<file path="config.mk">
export PLATFORM = sky130hd
export DESIGN_NAME = dma_irq_status
export DESIGN_NICKNAME = d
export VERILOG_FILES = /design/src/rtl/isc_pkg.sv /design/src/rtl/isc_chan.sv /design/src/rtl/isc_regport.sv /design/src/rtl/isc_irq_out.sv /design/src/rtl/dma_irq_status.sv
export SDC_FILE = /design/constraint.sdc
export NUM_CORES = 1
export LEC_CHECK = 0
export ABC_AREA = 1
export BUFFER_PORTS_ARGS = -buffer_cell sky130_fd_sc_hd__buf_2
export CORE_AREA = 2 2 39 41
export CTS_CLUSTER_DIAMETER = 100
export DETAILED_ROUTE_END_ITERATION = 10
export DIE_AREA = 0 0 41 43
export GPL_TIMING_DRIVEN = 0
export PLACE_DENSITY_LB_ADDON = 0.2
export SLEW_MARGIN = 20
export SYNTH_ARGS = -nofsm -noshare
export SYNTH_HDL_FRONTEND = slang
export SYNTH_HIERARCHICAL = 1
export SYNTH_SLANG_ARGS = --single-unit
</file>
<file path="constraint.sdc">
create_clock -name clk -period 1.4 [get_ports clk]
set_input_delay 0.07 -clock clk [delete_from_list [all_inputs] [get_ports clk]]
set_output_delay 0.07 -clock clk [all_outputs]
set_load 0.005 [all_outputs]
</file>
<file path="src/rtl/isc_pkg.sv">
package isc_pkg;

    // Per-channel pending state: bit 0 = completion, bit 1 = failure
    typedef enum logic [1:0] {
        CH_IDLE = 2'b00,
        CH_TC   = 2'b01,
        CH_ERR  = 2'b10,
        CH_BOTH = 2'b11
    } ch_state_e;

    localparam int REG_AW = 3;

    localparam logic [REG_AW-1:0] OFS_COMB    = 3'd0;
    localparam logic [REG_AW-1:0] OFS_MTC     = 3'd1;
    localparam logic [REG_AW-1:0] OFS_MERR    = 3'd2;
    localparam logic [REG_AW-1:0] OFS_RTC     = 3'd3;
    localparam logic [REG_AW-1:0] OFS_RERR    = 3'd4;
    localparam logic [REG_AW-1:0] OFS_CLR_TC  = 3'd5;
    localparam logic [REG_AW-1:0] OFS_CLR_ERR = 3'd6;

    function automatic ch_state_e pack_state(input logic tc, input logic err);
        return ch_state_e'({err, tc});
    endfunction

endpackage

</file>
<file path="src/rtl/isc_chan.sv">
module isc_chan
    import isc_pkg::*;
(
    input  logic clk,
    input  logic rst_n,
    input  logic tc_ev,
    input  logic err_ev,
    input  logic tc_clr,
    input  logic err_clr,
    output logic raw_tc,
    output logic raw_err
);

    ch_state_e state_q, state_d;
    logic keep_tc, keep_err;

    // A new event always wins against a clear of the same kind
    assign keep_tc  = tc_ev  | ~tc_clr;
    assign keep_err = err_ev | ~err_clr;

    always_comb begin
        state_d = state_q;
        unique case (state_q)
            CH_IDLE: state_d = pack_state(tc_ev, err_ev);
            CH_TC:   state_d = pack_state(keep_tc, err_ev);
            CH_ERR:  state_d = pack_state(tc_ev, keep_err);
            CH_BOTH: state_d = pack_state(keep_tc, keep_err);
            default: state_d = CH_IDLE;
        endcase
    end

    always_ff @(posedge clk) begin
        if (!rst_n) state_q <= CH_IDLE;
        else        state_q <= state_d;
    end

    always_comb begin
        raw_tc  = (state_q == CH_TC)  || (state_q == CH_BOTH);
        raw_err = (state_q == CH_ERR) || (state_q == CH_BOTH);
    end

    p_event_wins_tc_r6: assert property (@(posedge clk) disable iff (!rst_n)
        tc_ev |=> raw_tc);
    p_event_wins_err_r6: assert property (@(posedge clk) disable iff (!rst_n)
        err_ev |=> raw_err);
    p_clear_tc_r5: assert property (@(posedge clk) disable iff (!rst_n)
        (tc_clr && !tc_ev) |=> !raw_tc);
    p_hold_err_r5: assert property (@(posedge clk) disable iff (!rst_n)
        (!err_ev && !err_clr) |=> $stable(raw_err));

endmodule

</file>
<file path="src/rtl/isc_regport.sv">
module isc_regport
    import isc_pkg::*;
#(
    parameter int N_CH = 2
) (
    input  logic              clk,
    input  logic              rst_n,
    input  logic              reg_valid,
    input  logic              reg_write,
    input  logic [REG_AW-1:0] reg_addr,
    input  logic [N_CH-1:0]   reg_wdata,
    input  logic [N_CH-1:0]   raw_tc,
    input  logic [N_CH-1:0]   raw_err,
    input  logic [N_CH-1:0]   msk_tc,
    input  logic [N_CH-1:0]   msk_err,
    input  logic [N_CH-1:0]   comb,
    output logic [N_CH-1:0]   reg_rdata,
    output logic [N_CH-1:0]   tc_clr,
    output logic [N_CH-1:0]   err_clr
);

    logic wr_go, rd_go;

    assign wr_go = reg_valid &&  reg_write;
    assign rd_go = reg_valid && !reg_write;

    always_comb begin
        tc_clr  = '0;
        err_clr = '0;
        if (wr_go && reg_addr == OFS_CLR_TC)  tc_clr  = reg_wdata;
        if (wr_go && reg_addr == OFS_CLR_ERR) err_clr = reg_wdata;
    end

    always_comb begin
        reg_rdata = '0;
        if (rd_go) begin
            unique case (reg_addr)
                OFS_COMB: reg_rdata = comb;
                OFS_MTC:  reg_rdata = msk_tc;
                OFS_MERR: reg_rdata = msk_err;
                OFS_RTC:  reg_rdata = raw_tc;
                OFS_RERR: reg_rdata = raw_err;
                default:  reg_rdata = '0;
            endcase
        end
    end

    p_clr_exclusive_r5: assert property (@(posedge clk) disable iff (!rst_n)
        !((|tc_clr) && (|err_clr)));
    p_clr_reads_zero_r9: assert property (@(posedge clk) disable iff (!rst_n)
        (reg_addr == OFS_CLR_TC || reg_addr == OFS_CLR_ERR) |-> (reg_rdata == '0));

endmodule

</file>
<file path="src/rtl/isc_irq_out.sv">
module isc_irq_out #(
    parameter int N_CH = 2,
    parameter int CH_W = 1
) (
    input  logic            clk,
    input  logic            rst_n,
    input  logic [N_CH-1:0] msk_tc,
    input  logic [N_CH-1:0] msk_err,
    input  logic [N_CH-1:0] comb,
    output logic            irq_any,
    output logic            irq_tc,
    output logic            irq_err,
    output logic [CH_W-1:0] pend_chan,
    output logic            pend_valid
);

    localparam logic [N_CH-1:0] CH_ONE = N_CH'(1);

    logic [CH_W-1:0] sel_d;
    logic            hit_d;

    // Channel 0 wins: scan from the top so that lower indices overwrite
    always_comb begin
        sel_d = '0;
        hit_d = 1'b0;
        for (int i = N_CH - 1; i >= 0; i--) begin
            if (comb[i]) begin
                sel_d = CH_W'(i);
                hit_d = 1'b1;
            end
        end
    end

    always_ff @(posedge clk) begin
        if (!rst_n) begin
            irq_any    <= 1'b0;
            irq_tc     <= 1'b0;
            irq_err    <= 1'b0;
            pend_chan  <= '0;
            pend_valid <= 1'b0;
        end else begin
            irq_any    <= |comb;
            irq_tc     <= |msk_tc;
            irq_err    <= |msk_err;
            pend_chan  <= sel_d;
            pend_valid <= hit_d;
        end
    end

    p_irq_lag_r7: assert property (@(posedge clk) disable iff (!rst_n)
        1'b1 |=> (irq_any == $past(|comb)));
    p_split_under_any_r7: assert property (@(posedge clk) disable iff (!rst_n)
        (irq_tc || irq_err) |-> irq_any);
    p_pend_real_r8: assert property (@(posedge clk) disable iff (!rst_n)
        pend_valid |-> ((($past(comb) >> pend_chan) & CH_ONE) != '0));

endmodule

</file>
<file path="src/rtl/dma_irq_status.sv">
module dma_irq_status
    import isc_pkg::*;
#(
    parameter int N_CH = 2,
    localparam int CH_W = (N_CH > 1) ? $clog2(N_CH) : 1
) (
    input  logic              clk,
    input  logic              rst_n,
    input  logic [N_CH-1:0]   tc_event,
    input  logic [N_CH-1:0]   err_event,
    input  logic [N_CH-1:0]   tc_enable,
    input  logic [N_CH-1:0]   err_enable,
    input  logic              reg_valid,
    input  logic              reg_write,
    input  logic [REG_AW-1:0] reg_addr,
    input  logic [N_CH-1:0]   reg_wdata,
    output logic [N_CH-1:0]   reg_rdata,
    output logic              irq_any,
    output logic              irq_tc,
    output logic              irq_err,
    output logic [CH_W-1:0]   pend_chan,
    output logic              pend_valid
);

    logic [N_CH-1:0] raw_tc, raw_err, msk_tc, msk_err, comb;
    logic [N_CH-1:0] tc_clr, err_clr;

    for (genvar g = 0; g < N_CH; g++) begin : g_ch
        isc_chan u_chan (
            .clk     (clk),
            .rst_n   (rst_n),
            .tc_ev   (tc_event[g]),
            .err_ev  (err_event[g]),
            .tc_clr  (tc_clr[g]),
            .err_clr (err_clr[g]),
            .raw_tc  (raw_tc[g]),
            .raw_err (raw_err[g])
        );
    end

    assign msk_tc  = raw_tc  & tc_enable;
    assign msk_err = raw_err & err_enable;
    assign comb    = msk_tc  | msk_err;

    isc_regport #(.N_CH(N_CH)) u_regs (
        .clk       (clk),
        .rst_n     (rst_n),
        .reg_valid (reg_valid),
        .reg_write (reg_write),
        .reg_addr  (reg_addr),
        .reg_wdata (reg_wdata),
        .raw_tc    (raw_tc),
        .raw_err   (raw_err),
        .msk_tc    (msk_tc),
        .msk_err   (msk_err),
        .comb      (comb),
        .reg_rdata (reg_rdata),
        .tc_clr    (tc_clr),
        .err_clr   (err_clr)
    );

    isc_irq_out #(.N_CH(N_CH), .CH_W(CH_W)) u_irq (
        .clk        (clk),
        .rst_n      (rst_n),
        .msk_tc     (msk_tc),
        .msk_err    (msk_err),
        .comb       (comb),
        .irq_any    (irq_any),
        .irq_tc     (irq_tc),
        .irq_err    (irq_err),
        .pend_chan  (pend_chan),
        .pend_valid (pend_valid)
    );

    p_mask_hides_r3: assert property (@(posedge clk) disable iff (!rst_n)
        (reg_valid && !reg_write && reg_addr == OFS_MTC) |-> ((reg_rdata & ~tc_enable) == '0));

endmodule

</file>
* Word-level counts from Yosys, hierarchy flattened *
Index checks and enable logic that the tools add are counted.

storage, ports and cells
  register bits = 9
  logic and storage cells = 55
  bits of input ports = 17
  output and inout bits = 7

cells by class
  reduce and logical (&&, ||, !) cells = 16
  bitwise operators = 12
  mux-type cells = 8
  equal/unequal tests = 12

operators with widths
  cell                                                  count
  case mux 2 bit (4 select lines)                       2
  case mux 2 bit (5 select lines)                       1
  equality test 3 bit (second input constant)           3
  equality test 2 bit (second input constant)           4
  OR reduction 2 bit                                    4
  equality test 3 x 2 -> 1 bit (second input constant)  2
  2-to-1 mux 2 bit                                      3
  NOT 1 bit                                             5
  bitwise AND 2 bit                                     2
  equality test 2 x 1 -> 1 bit (second input constant)  2
  logical AND 1 bit                                     4
  logical NOT 2 bit                                     2
  logical OR 1 bit                                      4
  bitwise OR 1 bit                                      4
  equality test 3 x 1 -> 1 bit (second input constant)  1
  logical NOT 3 bit                                     1
  2-to-1 mux 1 bit                                      2
  bitwise OR 2 bit                                      1
  logical NOT 1 bit                                     1

* Logic depth before layout (Yosys ltp) *
Gate-level depths: netlist of the first run.

  depth after elaboration = 6
  gate-level depth with buffers = 7

* Cells and area by module *
The synthesis of the first run kept the hierarchy.

modules (own cells, without submodules)
  module          instances  seq. area each (µm²)  area an instance (µm²)  cells an instance
  isc_chan        2          40.0                  83.8                    13
  isc_regport     1          0.0                   158.9                   33
  isc_irq_out     1          80.1                  123.9                   14
  dma_irq_status  1          0.0                   37.5                    10

* Worst setup path after synthesis of the first run *
Ideal clock, no wire load.

  path type = register to output
  from = register g_ch[0].u_chan.state_q[1]
  to = output reg_rdata[0]
  stages on the path, launching flop included = 8
  data arrival time = 0.848 ns
  setup slack = 0.482 ns
  path buffers = 1
  required time = 1.330 ns
  cells stage by stage = dfxtp_1 > clkbuf_1 > nand2_1 > nand2_1 > nand3_1 > nand3_1 > nor2_1 > nor2_1

between the ends
  cells in the longest elaborated chain, start to end = 6
  elaborated cells on any way between the ends = 10
  classes of those cells = 3 x eq/ne; 2 x mux; 3 x bitwise; 2 x reduce/logical

RTL lines
  what                               line                  RTL
  start, declared                    isc_chan.sv:14        ch_state_e state_q, state_d;
  start signal, assigned             isc_chan.sv:34        else state_q <= state_d;
  equality test 2 bit                isc_chan.sv:39        raw_err = (state_q == CH_ERR) || (state_q == CH_BOTH);
  logical OR 1 bit *                 isc_chan.sv:39
  via raw_err[0]                     dma_irq_status.sv:25  logic [N_CH-1:0] raw_tc, raw_err, msk_tc, msk_err, comb;
  bitwise AND 2 bit *                dma_irq_status.sv:42  assign msk_err = raw_err & err_enable;
  bitwise OR 2 bit *                 dma_irq_status.sv:43  assign comb = msk_tc | msk_err;
  via comb[0]                        dma_irq_status.sv:25
  case mux 2 bit (5 select lines) *  isc_regport.sv:37     unique case (reg_addr)
  2-to-1 mux 2 bit *                 isc_regport.sv:36     if (rd_go) begin
  end, declared                      dma_irq_status.sv:17  output logic [N_CH-1:0] reg_rdata,

Mark *: on every way through the listed nets, which the timed path passes. The rest lies on a longest branch.

* Worst setup path after layout of the first run *
  from = register g_ch[0].u_chan.state_q[1]
  to = output reg_rdata[0]

between the ends
  cells in the longest elaborated chain, start to end = 6
  elaborated cells on any way between the ends = 10
  classes of those cells = 3 x eq/ne; 2 x mux; 3 x bitwise; 2 x reduce/logical

RTL lines
  what                                                        line                                        RTL
  equality test 2 x 1 -> 1 bit, or another cell as far along  isc_chan.sv:38                              raw_tc = (state_q == CH_TC) || (state_q == CH_BOTH);
  logical OR 1 bit (on tied branches)                         isc_chan.sv:38, isc_chan.sv:39
  bitwise AND 2 bit (on tied branches)                        dma_irq_status.sv:41, dma_irq_status.sv:42
  bitwise OR 2 bit *                                          dma_irq_status.sv:43
  via comb[0]                                                 dma_irq_status.sv:25
  case mux 2 bit (5 select lines) *                           isc_regport.sv:37
  2-to-1 mux 2 bit *                                          isc_regport.sv:36

Marked as above.

==> impl_metrics.env, run 1 <==
export IMPL_syn_inst=83
export IMPL_cp_max_fo=3
export IMPL_crit_family="simple AND/OR/NAND/NOR gates"
export IMPL_yosys_warnings=6
export IMPL_ys_seq_elements=8
export IMPL_cp_cell_sequence="nand2_1 > nand2_2 > nand3_1 > nand3_1 > nor2_1 > nor2_1 > buf_2"
export IMPL_p_int_uw=390
export IMPL_rsz0062_at_grt="false"
export IMPL_tightest_slew_ps=265
export IMPL_gp_congestion=0.800
export IMPL_skew_ps=3.79
export IMPL_worstReg2RegEnd="u_irq/pend_chan"
export IMPL_die_h_um=43
export IMPL_p_seq_share_pct=47.7
export IMPL_io_pins=24
export IMPL_worstSkewPairLatency_ps=250
export IMPL_cts_root_buf="clkbuf_4"
export IMPL_portBuffers=22
export IMPL_ant_nets=0
export IMPL_layout_drive_gt1_share_pct=30.8
export IMPL_postCtsSetupRepairBufs=0
export IMPL_synth_top_area_cell="dfxtp_1"
export IMPL_swShare_pct=26.8
export IMPL_synthesis_area_um2=488
export IMPL_hold_viol_final=0
export IMPL_cts_tree="yes"
export IMPL_wirelength_um=1120
export IMPL_drv_slew=0
export IMPL_power_frac_clock_pct=32.3
export IMPL_power_density_nw_per_um2=846
export IMPL_crit_required_ps=1330
export IMPL_hp_class="in -> reg"
export IMPL_status="finished, final reports clean"
export IMPL_min_period_ps=1250
export IMPL_synth_most_common_cell="inv_1"
export IMPL_endpoint_kind="output pin"
export IMPL_antenna_found_initial=0
export IMPL_pwr_share_comb_pct=20.0
export IMPL_crit_start="g_ch[0].u_chan/state_q[1]"
export IMPL_crit_buf_inv=1
export IMPL_setup_tns_final_ps=0
export IMPL_start_util_pct=35.3
export IMPL_start_kind="flop"
export IMPL_setup_viol=0
export IMPL_firstDrtPassIters=3
export IMPL_h_tree_depth=1
export IMPL_route_detailed_drc=0
export IMPL_ir_drop_uv=480
export IMPL_synth_edf_count=0
export IMPL_reg2reg_from="g_ch[1].u_chan/state_q[1]"
export IMPL_drt_iter0_markers=6
export IMPL_synth_top_area_share_pct=32.8
export IMPL_avgSynthCellArea_um2=5.88
export IMPL_slew_headroom_pct=82.2
export IMPL_rows=14
export IMPL_reg2reg_depth=4
export IMPL_r2r_setup_slack_ps=660
export IMPL_vias=538
export IMPL_synth_area_leaders="dfxtp_1 (33%), inv_1 (15%), nand2_1 (13%)"
export IMPL_diodes=0
export IMPL_critical_path_class="reg -> out"
export IMPL_max_freq_mhz=799
export IMPL_fin_nets=123
export IMPL_slowest_delay_ps=360
export IMPL_synth_top_flop_cell="dfxtp_1"
export IMPL_die_w_um=41
export IMPL_coreArea_um2=1380
export IMPL_setup_worst_path_end="reg_rdata[0]"
export IMPL_crit_arrival_ps=1180
export IMPL_grt_overflow=0
export IMPL_synth_seq_area_share_pct=32.8
export IMPL_yosys_cell_types_count=14
export IMPL_dp_final_hpwl_um=943
export IMPL_cts_buffers=3
export IMPL_holdWs_ps=52.3
export IMPL_clock_sinks=8
export IMPL_grt_use_total_pct=16.2
export IMPL_routedWlPerCell_um=9.33
export IMPL_die_area_um2=1760
export IMPL_clk_path_buf_depth=2
export IMPL_via_per_inst=4.48
export IMPL_path_depth=7
export IMPL_crit_slowest_cell="dfxtp_1"
export IMPL_net_switching_power_uw=143
export IMPL_grt_pass1_wl_um=1930
export IMPL_first_global_vias=513
export IMPL_synth_commonest_cells="inv_1 (20), nand2_1 (17), dfxtp_1 (8), nor2_1 (8), nand3_1 (7)"
export IMPL_p_leak_uw=0.000386
export IMPL_async_reset_ff_share_pct=0
export IMPL_period_share_pct=89.5
export IMPL_maxCapViolations=0
export IMPL_syn_nets=100
export IMPL_grt_max_degree=10
export IMPL_clkTransAtPathRegs_ps=50
export IMPL_area_delta_synth_final_pct=29.2
-- metal layers --
layer	track usage (%)	part of all wire, %	wire [um]
met5	0	0	0
met4	12.0	1.5	17
met2	23.8	45	506
met3	1.57	7.0	78
met1	20.9	46	518
-- metrics by stage --
stage,util [%],setup WS (ps),std cells,power (uW),area (um^2)
2_1_floorplan,-,482,83,320,488
3_3_place_gp,44.7,320,121,367,618
3_5_place_dp,44.7,305,121,369,618
4_1_cts,46.3,34.2,124,545,641
5_1_grt,45.6,16.9,120,577,631
6_report,45.6,148,120,533,631
-- power by group through the flow --
stage | Sequential (uW) | Combinational (uW) | Clock (uW)
floorplan | 256 | 63.9 | 0
detailed placement | 256 | 113 | 0
global placement | 255 | 112 | 0
global route | 256 | 124 | 198
finish | 254 | 107 | 172
CTS | 251 | 113 | 180
-- worst min-delay path by stage --
stage,slack (ps),to,start,depth (start not counted)
3_5_place_dp,310,g_ch[1].u_chan/state_q[0],tc_event[1],3
3_3_place_gp,310,g_ch[0].u_chan/state_q[0],tc_event[0],3
6_report,50,g_ch[0].u_chan/state_q[0],tc_event[0],3
5_1_grt,60,g_ch[0].u_chan/state_q[0],tc_event[0],3
2_1_floorplan,180,u_irq/irq_any,rst_n,2
4_1_cts,50,g_ch[0].u_chan/state_q[0],tc_event[0],3
-- logic make-up after synthesis --
group	count (synthesis)	synth area share (%)
compound gates	4	4.10
buf+inv	27	21.8
flops	8	32.8
simple gates	44	41.3
-- tightest hold or removal path, stage by stage --
cell and delay, ps:
buf_2 90, inv_1 40, a21oi_1 50
-- placed cells by master (no fill, tap or decap), drive strengths merged --
cell type / Yosys / final
nand3: 7 / 7
nand4: 6 / 6
a21oi: 4 / 4
dfxtp: 8 / 8
buf: 2 / 24
clkbuf: 4 / 3
nor4: 2 / 2
nand2: 17 / 17
nor2: 10 / 10
inv: 21 / 21
nor3: 2 / 2
-- cell type report --
cell class                      count  area [um^2]
Clock buffer                        3         22.5
Multi-Input combinational cell     48          226
Tap cell                           16         20.0
Inverter                           21         78.8
Buffer                              2         12.5
Timing Repair Buffer               22          110
Fill cell                         160          753
Sequential cell                     8          160
-- registers in the layout, indices dropped and copies added (netlist names) --
| signal | flops |
|---|---|
| g_ch.u_chan/state_q | 4 |
| u_irq/irq_any | 1 |
| u_irq/irq_err | 1 |
| u_irq/irq_tc | 1 |
| u_irq/pend_chan | 1 |
-- what timing repair did --
item | CTS | global route
endpoints found under the setup margin | 0 | 2
resized for setup | 0 | 2
hold buffers | 0 | 0
Power figures use the tool's default switching activity.
==> run 2, diff against run 1 <==
--- a/config.mk
+++ b/config.mk
@@ -7,14 +7,13 @@
 export LEC_CHECK = 0
 export ABC_AREA = 1
 export BUFFER_PORTS_ARGS = -buffer_cell sky130_fd_sc_hd__buf_2
-export CORE_AREA = 2 2 39 41
+export CORE_AREA = 3 3 40 42
 export CTS_CLUSTER_DIAMETER = 100
 export DETAILED_ROUTE_END_ITERATION = 10
-export DIE_AREA = 0 0 41 43
+export DIE_AREA = 0 0 43 45
 export GPL_TIMING_DRIVEN = 0
 export PLACE_DENSITY_LB_ADDON = 0.2
 export SLEW_MARGIN = 20
 export SYNTH_ARGS = -nofsm -noshare
 export SYNTH_HDL_FRONTEND = slang
-export SYNTH_HIERARCHICAL = 1
 export SYNTH_SLANG_ARGS = --single-unit
==> impl_metrics.env, run 2 <==
export IMPL_synth_seq_area_share_pct=39.1
export IMPL_synth_top_area_cell="dfxtp_1"
export IMPL_setup_viol=0
export IMPL_power_density_nw_per_um2=927
export IMPL_yosys_warnings=0
export IMPL_skew_ps=4.69
export IMPL_rows=13
export IMPL_min_period_ps=1250
export IMPL_die_w_um=43
export IMPL_first_global_vias=444
export IMPL_synthesis_area_um2=409
export IMPL_endpoint_kind="output pin"
export IMPL_status="finished, final reports clean"
export IMPL_gp_congestion=0.762
export IMPL_r2r_setup_slack_ps=470
export IMPL_p_int_uw=389
export IMPL_max_freq_mhz=801
export IMPL_ant_nets=0
export IMPL_swShare_pct=26.3
export IMPL_drv_slew=0
export IMPL_p_leak_uw=0.000309
export IMPL_die_area_um2=1940
export IMPL_cp_cell_sequence="nand2_1 > nand2_1 > inv_1 > nor2_1 > nor2_1 > a21oi_1 > buf_2"
export IMPL_ir_drop_uv=445
export IMPL_cp_max_fo=3
export IMPL_maxCapViolations=0
export IMPL_net_switching_power_uw=139
export IMPL_vias=485
export IMPL_worstSkewPairLatency_ps=260
export IMPL_period_share_pct=89.1
export IMPL_routedWlPerCell_um=9.27
export IMPL_synth_edf_count=0
export IMPL_via_per_inst=4.53
export IMPL_tightest_slew_ps=239
export IMPL_cts_tree="yes"
export IMPL_antenna_found_initial=0
export IMPL_yosys_cell_types_count=12
export IMPL_drt_iter0_markers=3
export IMPL_setup_tns_final_ps=0
export IMPL_layout_common_cells="buf_2 (23), nand2_1 (16), nor2_1 (15)"
export IMPL_pwr_share_comb_pct=18.2
export IMPL_syn_nets=83
export IMPL_top_register="g_ch.u_chan.state_q"
export IMPL_grt_use_total_pct=12.0
export IMPL_synth_top_flop_cell="dfxtp_1"
export IMPL_wirelength_um=992
export IMPL_h_tree_depth=1
export IMPL_dp_final_hpwl_um=844
export IMPL_critical_path_class="reg -> out"
export IMPL_start_kind="flop"
export IMPL_io_pins=24
export IMPL_route_detailed_drc=0
export IMPL_avgSynthCellArea_um2=6.20
export IMPL_fin_nets=111
export IMPL_syn_inst=66
export IMPL_die_h_um=45
export IMPL_synth_commonest_cells="nand2_1 (17), nor2_1 (15), a21oi_1 (8), dfxtp_1 (8), nand3_1 (7)"
export IMPL_grt_pass1_wl_um=1670
export IMPL_clkTransAtPathRegs_ps=60
export IMPL_area_delta_synth_final_pct=39.1
export IMPL_hp_class="in -> reg"
export IMPL_layout_drive_gt1_share_pct=35.9
export IMPL_clock_sinks=8
export IMPL_firstDrtPassIters=3
export IMPL_p_seq_share_pct=48.0
export IMPL_grt_overflow=0
export IMPL_slowest_delay_ps=350
export IMPL_crit_required_ps=1330
export IMPL_synth_top_area_share_pct=39.1
export IMPL_largest_register_ffs=4
export IMPL_synth_most_common_cell="nand2_1"
export IMPL_coreArea_um2=1280
export IMPL_hold_viol_final=0
export IMPL_cts_buffers=3
export IMPL_crit_slowest_cell="dfxtp_1"
export IMPL_fin_cells=107
export IMPL_power_frac_clock_pct=33.8
export IMPL_clk_path_buf_depth=2
export IMPL_async_reset_ff_share_pct=0
export IMPL_final_common_cell="buf_2"
export IMPL_synth_area_leaders="dfxtp_1 (39%), nand2_1 (16%), nor2_1 (14%)"
export IMPL_diodes=0
export IMPL_num_fill_cells=153
export IMPL_portBuffers=23
export IMPL_grt_max_degree=8
export IMPL_rsz0062_at_grt="false"
export IMPL_dp_cells=104
export IMPL_start_util_pct=31.8
export IMPL_slew_headroom_pct=84.0
export IMPL_crit_arrival_ps=1180
export IMPL_cts_root_buf="clkbuf_4"
export IMPL_ys_seq_elements=8
export IMPL_crit_family="flip-flops"
export IMPL_crit_buf_inv=2
==> run 2: cell count changes after synthesis, sizes merged <==
cell,change
a21oi,+4
buf,-1
clkbuf,-4
inv,-15
nand4,-5
nor2,+6
nor3,-1
nor4,-2
or2,+1
==> run 2: timing repair <==
item / 4_1_cts / 5_1_grt
hold buffers: 0 / 0
buffers inserted: 0 / 0
gates resized for setup: 0 / 2
setup endpoints to repair: 0 / 1
==> run 2: final timing paths <==
path / depth (start not counted) / to / startpoint
min: 3 / g_ch[0].u_chan.state_q[1] / err_event[0]
min reg2reg: 2 / g_ch[1].u_chan.state_q[0] / g_ch[1].u_chan.state_q[0]
max: 7 / reg_rdata[1] / g_ch[1].u_chan.state_q[1]
max reg2reg: 3 / u_irq.irq_any / g_ch[0].u_chan.state_q[1]
==> run 2: through the flow <==
| stage | instance area [um^2] | utilization, % | setup WS, ps | hold slack (ps) | power, uW |
|---|---|---|---|---|---|
| global route | 569 | 44.3 | 15.0 | 20.3 | 570 |
| finish | 569 | 44.3 | 152 | 15.8 | 528 |
| CTS | 566 | 44.0 | 74.9 | 14.1 | 537 |
| global placement | 543 | 42.3 | 394 | 274 | 353 |
| floorplan | 409 | - | 555 | 187 | 305 |
| detailed placement | 543 | 42.3 | 363 | 283 | 354 |
==> run 2: kinds of logic after synthesis <==
family | after synthesis | share of synthesized area, %
DFF | 8 | 39.1
AOI/OAI and AO/OA | 8 | 9.79
buffers and inverters | 7 | 7.34
and+or+nand+nor | 43 | 43.7
==> run 2: worst min-delay path, stage by stage <==
cell and delay [ps]:
buf_2 70, a21oi_1 30, nor2_1 60
==> run 2: final cells by class <==
cell class                 count  area (um^2)  area share [%]
inverter                       6         22.5            3.96
clock buffer                   3         22.5            3.96
timing repair buffer          23          115            20.2
buffer                         1         7.51            1.32
tap                           15         18.8            3.30
sequential                     8          161            28.4
multi-input combinational     51          221            38.9
==> run 2: routing by layer <==
layer  routed length, um  share of wire (%)  GRT usage, %  vias up
met1                 414                 42          12.6      198
met2                 464                 47          20.4       18
met3                  78                7.9          2.39        5
met4                  34                3.4          10.8        0
li1                    -                  -             -      264
met5                   0                  0             0        -
==> run 2: power groups by stage <==
| stage | logic [uW] | clock network (uW) | registers, uW |
|---|---|---|---|
| after floorplan | 47.6 | 0 | 257 |
| after global placement | 96.1 | 0 | 257 |
| after detailed placement | 96.4 | 0 | 258 |
| after CTS | 96.8 | 187 | 253 |
| after global routing | 109 | 206 | 255 |
| final | 95.9 | 179 | 253 |
